`src/rtl/event_pacer_pkg.sv`:
```
package event_pacer_pkg;
   typedef enum logic {
      XMIT_FREE  = 1'b0,
      XMIT_GATED = 1'b1
   } xmit_mode_e;
endpackage

```
`src/rtl/pacer_rate_split.sv`:
```
module pacer_rate_split #(
   parameter int RATE_W = 18,
   parameter int DEN    = 8000,
   parameter int CNT_W  = 8,
   localparam int NUM_W = $clog2(DEN)
) (
   input  logic              clk,
   input  logic              rst_n,
   input  logic              load,
   input  logic [RATE_W-1:0] rate,
   output logic [CNT_W-1:0]  whole,
   output logic [NUM_W-1:0]  numer
);
   logic [CNT_W-1:0] whole_d;
   logic [NUM_W-1:0] numer_d;

   generate
      if ((DEN & (DEN - 1)) == 0) begin : g_pow2
         assign whole_d = CNT_W'(rate >> NUM_W);
         assign numer_d = NUM_W'(rate & RATE_W'(DEN - 1));
      end else begin : g_divide
         assign whole_d = CNT_W'(rate / RATE_W'(DEN));
         assign numer_d = NUM_W'(rate % RATE_W'(DEN));
      end
   endgenerate

   always_ff @(posedge clk or negedge rst_n) begin
      if (!rst_n) begin
         whole <= '0;
         numer <= '0;
      end else if (load) begin
         whole <= whole_d;
         numer <= numer_d;
      end
   end

   assert_numer_bound_R2: assert property (@(posedge clk) disable iff (!rst_n)
      numer < NUM_W'(DEN));
endmodule

```
`src/rtl/pacer_accum.sv`:
```
module pacer_accum #(
   parameter int DEN    = 8000,
   parameter int CNT_W  = 8,
   localparam int NUM_W = $clog2(DEN)
) (
   input  logic             clk,
   input  logic             rst_n,
   input  logic             clear,
   input  logic             commit,
   input  logic             free_mode,
   input  logic [CNT_W-1:0] spc_whole,
   input  logic [NUM_W-1:0] spc_numer,
   input  logic [CNT_W-1:0] take,
   output logic [CNT_W-1:0] cand_whole,
   output logic [NUM_W-1:0] cand_numer
);
   logic [CNT_W-1:0] left_whole;
   logic [NUM_W-1:0] left_numer;
   logic [NUM_W:0]   nsum;
   logic             carry;

   always_comb begin
      nsum       = {1'b0, left_numer} + {1'b0, spc_numer};
      carry      = nsum >= (NUM_W+1)'(DEN);
      cand_numer = carry ? NUM_W'(nsum - (NUM_W+1)'(DEN)) : NUM_W'(nsum);
      cand_whole = left_whole + spc_whole + CNT_W'(carry);
   end

   always_ff @(posedge clk or negedge rst_n) begin
      if (!rst_n) begin
         left_whole <= '0;
         left_numer <= '0;
      end else if (clear) begin
         left_whole <= '0;
         left_numer <= '0;
      end else if (commit) begin
         left_whole <= cand_whole - take;
         left_numer <= cand_numer;
      end
   end

   assert_left_numer_R5: assert property (@(posedge clk) disable iff (!rst_n)
      left_numer < NUM_W'(DEN));
   assert_free_left_whole_R5: assert property (@(posedge clk) disable iff (!rst_n)
      $past(commit && free_mode && !clear) |-> left_whole == '0);
   assert_clear_R9: assert property (@(posedge clk) disable iff (!rst_n)
      $past(clear) |-> (left_whole == '0 && left_numer == '0));
endmodule

```
`src/rtl/pacer_pick.sv`:
```
module pacer_pick #(
   parameter int CNT_W = 8,
   parameter int CH_W  = 4,
   parameter int IVL_W = 6,
   parameter int NUM_W = 13,
   localparam int Q_W  = CNT_W + CH_W + 1
) (
   input  logic             gated,
   input  logic [IVL_W-1:0] interval,
   input  logic [CH_W-1:0]  channels,
   input  logic [CNT_W-1:0] cand_whole,
   input  logic [CNT_W-1:0] spc_whole,
   input  logic [NUM_W-1:0] spc_numer,
   output logic [CNT_W-1:0] events,
   output logic [Q_W-1:0]   need,
   output logic [Q_W-1:0]   quadlets,
   output logic [CNT_W-1:0] max_ev
);
   logic [CNT_W-1:0] ivl_w;

   always_comb begin
      ivl_w = CNT_W'(interval);
      if (gated) begin
         events = (cand_whole >= ivl_w) ? ivl_w : '0;
         max_ev = ivl_w;
      end else begin
         events = cand_whole;
         max_ev = spc_whole + CNT_W'(spc_numer != '0);
      end
      need     = Q_W'(events) * Q_W'(channels);
      quadlets = need + Q_W'(2);
   end
endmodule

```
`src/rtl/event_pacer.sv`:
```
module event_pacer
   import event_pacer_pkg::*;
#(
   parameter int RATE_W = 18,
   parameter int DEN    = 8000,
   parameter int CNT_W  = 8,
   parameter int CH_W   = 4,
   parameter int IVL_W  = 6,
   parameter int LVL_W  = 12,
   localparam int NUM_W = $clog2(DEN),
   localparam int Q_W   = CNT_W + CH_W + 1,
   localparam int CMP_W = (LVL_W > Q_W) ? LVL_W : Q_W
) (
   input  logic              clk,
   input  logic              rst_n,
   input  logic              cfg_load,
   input  logic [RATE_W-1:0] cfg_rate,
   input  logic              cfg_gated,
   input  logic [IVL_W-1:0]  cfg_interval,
   input  logic [CH_W-1:0]   cfg_channels,
   input  logic              cycle_tick,
   input  logic [LVL_W-1:0]  buf_level,
   input  logic              slot_free,
   output logic              pkt_valid,
   output logic [CNT_W-1:0]  pkt_events,
   output logic [Q_W-1:0]    pkt_quadlets,
   output logic [CNT_W-1:0]  max_events
);
   generate
      if (DEN < 2) begin : g_bad_den
         $error("DEN must be at least 2");
      end
      if (IVL_W > CNT_W) begin : g_bad_ivl
         $error("IVL_W must not exceed CNT_W");
      end
      if (RATE_W - NUM_W >= CNT_W) begin : g_bad_rate
         $error("CNT_W too narrow for the rate range");
      end
   endgenerate

   xmit_mode_e       mode_r;
   logic [IVL_W-1:0] ivl_r;
   logic [CH_W-1:0]  ch_r;
   logic [CNT_W-1:0] spc_whole, cand_whole, n_events;
   logic [NUM_W-1:0] spc_numer, cand_numer;
   logic [Q_W-1:0]   need, quad;
   logic             enough, commit;

   always_ff @(posedge clk or negedge rst_n) begin
      if (!rst_n) begin
         mode_r <= XMIT_FREE;
         ivl_r  <= '0;
         ch_r   <= '0;
      end else if (cfg_load) begin
         mode_r <= xmit_mode_e'(cfg_gated);
         ivl_r  <= cfg_interval;
         ch_r   <= cfg_channels;
      end
   end

   pacer_rate_split #(.RATE_W(RATE_W), .DEN(DEN), .CNT_W(CNT_W)) u_split (
      .clk   (clk),
      .rst_n (rst_n),
      .load  (cfg_load),
      .rate  (cfg_rate),
      .whole (spc_whole),
      .numer (spc_numer)
   );

   pacer_accum #(.DEN(DEN), .CNT_W(CNT_W)) u_accum (
      .clk        (clk),
      .rst_n      (rst_n),
      .clear      (cfg_load),
      .commit     (commit),
      .free_mode  (mode_r == XMIT_FREE),
      .spc_whole  (spc_whole),
      .spc_numer  (spc_numer),
      .take       (n_events),
      .cand_whole (cand_whole),
      .cand_numer (cand_numer)
   );

   pacer_pick #(.CNT_W(CNT_W), .CH_W(CH_W), .IVL_W(IVL_W), .NUM_W(NUM_W)) u_pick (
      .gated      (mode_r == XMIT_GATED),
      .interval   (ivl_r),
      .channels   (ch_r),
      .cand_whole (cand_whole),
      .spc_whole  (spc_whole),
      .spc_numer  (spc_numer),
      .events     (n_events),
      .need       (need),
      .quadlets   (quad),
      .max_ev     (max_events)
   );

   assign enough = CMP_W'(buf_level) >= CMP_W'(need);
   assign commit = cycle_tick && !cfg_load && slot_free && enough;

   always_ff @(posedge clk or negedge rst_n) begin
      if (!rst_n) begin
         pkt_valid    <= 1'b0;
         pkt_events   <= '0;
         pkt_quadlets <= '0;
      end else begin
         pkt_valid <= commit;
         if (commit) begin
            pkt_events   <= n_events;
            pkt_quadlets <= quad;
         end
      end
   end

   assert_valid_after_tick_R10: assert property (@(posedge clk) disable iff (!rst_n)
      pkt_valid |-> $past(cycle_tick));
   assert_no_slot_no_pkt_R6: assert property (@(posedge clk) disable iff (!rst_n)
      $past(!slot_free) |-> !pkt_valid);
   assert_cfg_drops_tick_R9: assert property (@(posedge clk) disable iff (!rst_n)
      $past(cfg_load) |-> !pkt_valid);
   assert_gated_all_or_none_R4: assert property (@(posedge clk) disable iff (!rst_n)
      (pkt_valid && mode_r == XMIT_GATED) |->
         (pkt_events == '0 || pkt_events == CNT_W'(ivl_r)));
   assert_within_max_R8: assert property (@(posedge clk) disable iff (!rst_n)
      pkt_valid |-> pkt_events <= max_events);
endmodule

```
`config.mk`:
```
export PLATFORM = sky130hd
export DESIGN_NAME = event_pacer
export DESIGN_NICKNAME = d
export VERILOG_FILES = /design/src/rtl/event_pacer_pkg.sv /design/src/rtl/pacer_rate_split.sv /design/src/rtl/pacer_accum.sv /design/src/rtl/pacer_pick.sv /design/src/rtl/event_pacer.sv
export SDC_FILE = /design/constraint.sdc
export NUM_CORES = 1
export LEC_CHECK = 0
export CAP_MARGIN = 20
export CORE_MARGIN = 5
export CORE_UTILIZATION = 53
export CTS_CLUSTER_DIAMETER = 30
export DETAILED_ROUTE_END_ITERATION = 8
export PLACE_DENSITY = 0.81
export SLEW_MARGIN = 0
export SYNTH_ARGS = -nofsm -noshare
export SYNTH_HDL_FRONTEND = slang
export SYNTH_SLANG_ARGS = --single-unit
```
`constraint.sdc`:
```
create_clock -name clk -period 9.5 [get_ports clk]
set_input_delay 0.95 -clock clk [delete_from_list [all_inputs] [get_ports clk]]
set_output_delay 0.95 -clock clk [all_outputs]
set_load 0.02 [all_outputs]
```
==> results.md <==
- Status: finished, violations left
- Failing checks: negative setup slack
- Complex-gate fraction of the synthesized area: a little over a fifth
- Commonest non-fill, non-tap cells in the layout: nand2_1, buf_4, dfrtp_1
- Worst slew pin tran: between 900 and 1000 ps
- Drt wl/cell: approximately 18 um
- Clock transition at path regs: 60 ps
- Critical path class: reg2reg
- Gp weighted congestion: 0.949
- Area of the multi-input gates: 5010 sq um
- # port buffers: 74
- Chip height: about 120 um
- Floorplan Core Area: approximately 13000 sq um
- Top cells by area in the synthesized netlist: dfrtp_1, ha_1, xnor2_1, nand2_1, fa_1
- Via count: ~6500
- Largest net degree at the start of global routing: between 70 and 80
- Root Driver: clkbuf_16
- Largest fanout on the critical path: 7
- Worst-Skew Late Latency: 350 ps
- Hold path depth: 2
- Hold Path End: pkt_events[0]
- Hold Startpoint: pkt_events[0]
- Crit-path max cell delay: around 540 ps
- Net Count, Synth: around 920
- GR Overflow Total: 0
- RSZ-0062 raised after global routing: true
- Ys Warns: 0
- CP required: 9770 ps
- Storage cell area: between 1500 and 2000 sq um
- Vias in the first global route: slightly above 6000
- DR DRC count: 0
- Clock Sinks: 73
- Largest family of logic cells by synthesized area: compound AO/OA/AOI/OAI gates
- Seq/Total Area, Yosys: between 20% and 30%
- Final ANT Viol Nets: 0
- Synth Register Bits: 73
- DP Wirelength: around 13 mm
- Final period utilization: 101%
- Max_slew headroom: a little under 40%
- Post-Syn Area: between 6000 and 7000 sq um
- Area delta synth->final: 33.6%
- Worst reg2reg path endpoint: u_accum.left_numer[8]
- Async SR Flop Fraction: between 90% and 100%
- Power Density: 353 nW/um^2
- Critical path's slowest cell: fa_1
- XOR/XNOR Fraction of Synth Area: 8.00%
- Worst R2R Setup Slack: -80 ps
- Ys flop type: dfrtp_1
- Final Setup Violations: 28
- R2r startpoint: u_accum.left_numer[0]
- Total GRT Usage: a little under a quarter
- Hold buffer count at cts: 0
- Commonest non-fill, non-tap cell in the layout: nand2_1
- Critical path endpoint category: register
- Final Hold Fails: 0
- Adder-cell share of the synthesized area: ~16%
- H-tree levels: 3
- DR iter-0 viols: approximately 460
- Clock buffer depth: 2
- Area leader, netlist: dfrtp_1
- Number of synthesized flops with an enable pin: 0
- Crit path launch: u_accum.left_numer[0]
- Syn avg cell area: 8.68 sq um
- Initial antenna violation count: 0
- Row cnt: 41
- Initial Util: about 54%
- Synth cell types: 81
- Hold WC Path Type: reg2reg
- CTS tree: yes
- Nets: 1058
- Max-cap viol count: 0
- Leakage: roughly 4.2 nW
- Die footprint: ~15000 sq um
- Total CTS buffers: 9
- Maximum vdd drop: 0.196 mV
- CP Launch Type: register
- Dpl ws: -404 ps
- Fin worst setup slack: -77.8 ps
- FILL cells: 865
- Hold Slack: around 480 ps
- Achievable clock frequency: 0.104 GHz
- First-pass GRT wire length: 28.1 mm
- Synth top area share: roughly a quarter
- Critical path's most frequent cell: a21o_1
- FF-to-FF path depth: 52
- Simple-gate share of the synthesized area: between 10% and 20%
- Setup Skew: approximately 7.1 ps
- Layout cell share with drive strength beyond 1: between 20% and 30%
- Multiplexer share of the synthesized area: a little under 5%
- Ant diodes: 0
- Final slew viol count: 0
- Routed WL: about 20 mm
- Ports: between 70 and 80
- Tmin final: about 9600 ps
- Syn Inst Count: around 790
- Drt via density: roughly 5.9
- DIE WIDTH: approximately 120 um
- First-pass DRT Iterations: 5
- Data arrival, critical path: a little under 10000 ps
metal layers:
layer | track usage [%] | part of all wire, %
met1 | 29.2 | 41
met2 | 39.8 | 52
met3 | 4.00 | 4.2
met4 | 6.78 | 2.9
met5 | 0 | 0
stage by stage:
stage	std cells	TNS, ps	cell area, sq um	power (mW)	utilization (%)
2_1_floorplan	791	-6.53	6880	1.69	-
3_3_place_gp	1066	-1670	8200	2.34	64.7
3_5_place_dp	1066	-12950	8200	2.39	64.7
4_1_cts	1085	0	8630	2.84	68.1
5_1_grt	1110	-22050	9170	3.46	72.4
6_report	1110	-1030	9170	3.24	72.4
cell families after synthesis:
| family | after synthesis |
|---|---|
| xor+xnor | 61 |
| other cells | 1 |
| compound gates | 208 |
| flops | 73 |
| simple gates | 237 |
| fa+ha+maj | 81 |
| buf+inv | 100 |
| mux | 30 |
flip-flops by register name, summed over array words and instances (netlist names):
| signal | cells |
|---|---|
| u_split.numer | 13 |
| pkt_events | 8 |
| u_accum.left_numer | 13 |
| pkt_quadlets | 13 |
| u_accum.left_whole | 8 |
| ch_r | 4 |
| mode_r | 1 |
| ivl_r | 6 |
| u_split.whole | 6 |
| pkt_valid | 1 |
layout make-up:
cell class                      count  share of cell area, %
Tap cell                          172                   2.35
Inverter                           66                   2.70
Clock inverter                      5                  0.846
Sequential cell                    73                   19.9
Timing Repair Buffer              165                   16.8
Multi-Input combinational cell    618                   54.6
Clock buffer                       11                   2.76
report_power, final:
group / switching [mW] / internal, mW
Clock: 0.135 / 0.243
Sequential: 0.0660 / 0.386
Combinational: 1.20 / 1.21
how the worst max path moves through the flow:
stage | end | slack, ps
6_report | u_accum.left_numer[8] | -80
5_1_grt | u_accum.left_numer[7] | -570
4_1_cts | u_accum.left_numer[7] | 20
3_5_place_dp | pkt_quadlets[12] | -400
3_3_place_gp | pkt_quadlets[12] | -90
2_1_floorplan | pkt_quadlets[12] | -7
critical path: cells and delay by family (launching register included):
family	cells	cell delay [ps]
fa+ha+maj	8	2880
buf+inv	8	960
compound gates	25	3620
flops	1	420
xor+xnor	3	510
simple gates	8	1090
repair_timing:
action	CTS	global route
pin swaps	11	68
setup endpoints to repair	43	43
buffers inserted	3	21
gates resized for setup	20	86
cloned	0	4
cells in the mapped netlist (all sizes together) (5+ instances only):
master and count:
a21o 28, a21oi 41, a31o 5, a31oi 6
and2 18, buf 11, clkbuf 23, dfrtp 73
fa 16, ha 63, inv 65, mux2 19
mux2i 11, nand2 106, nand2b 6, nand3 25
nand4 5, nor2 27, nor2b 6, nor3 12
o2111ai 8, o211a 5, o211ai 5, o21ai 63
o21bai 14, or3 5, xnor2 50, xor2 11
Note: power is estimated with default switching activity, not from simulation.
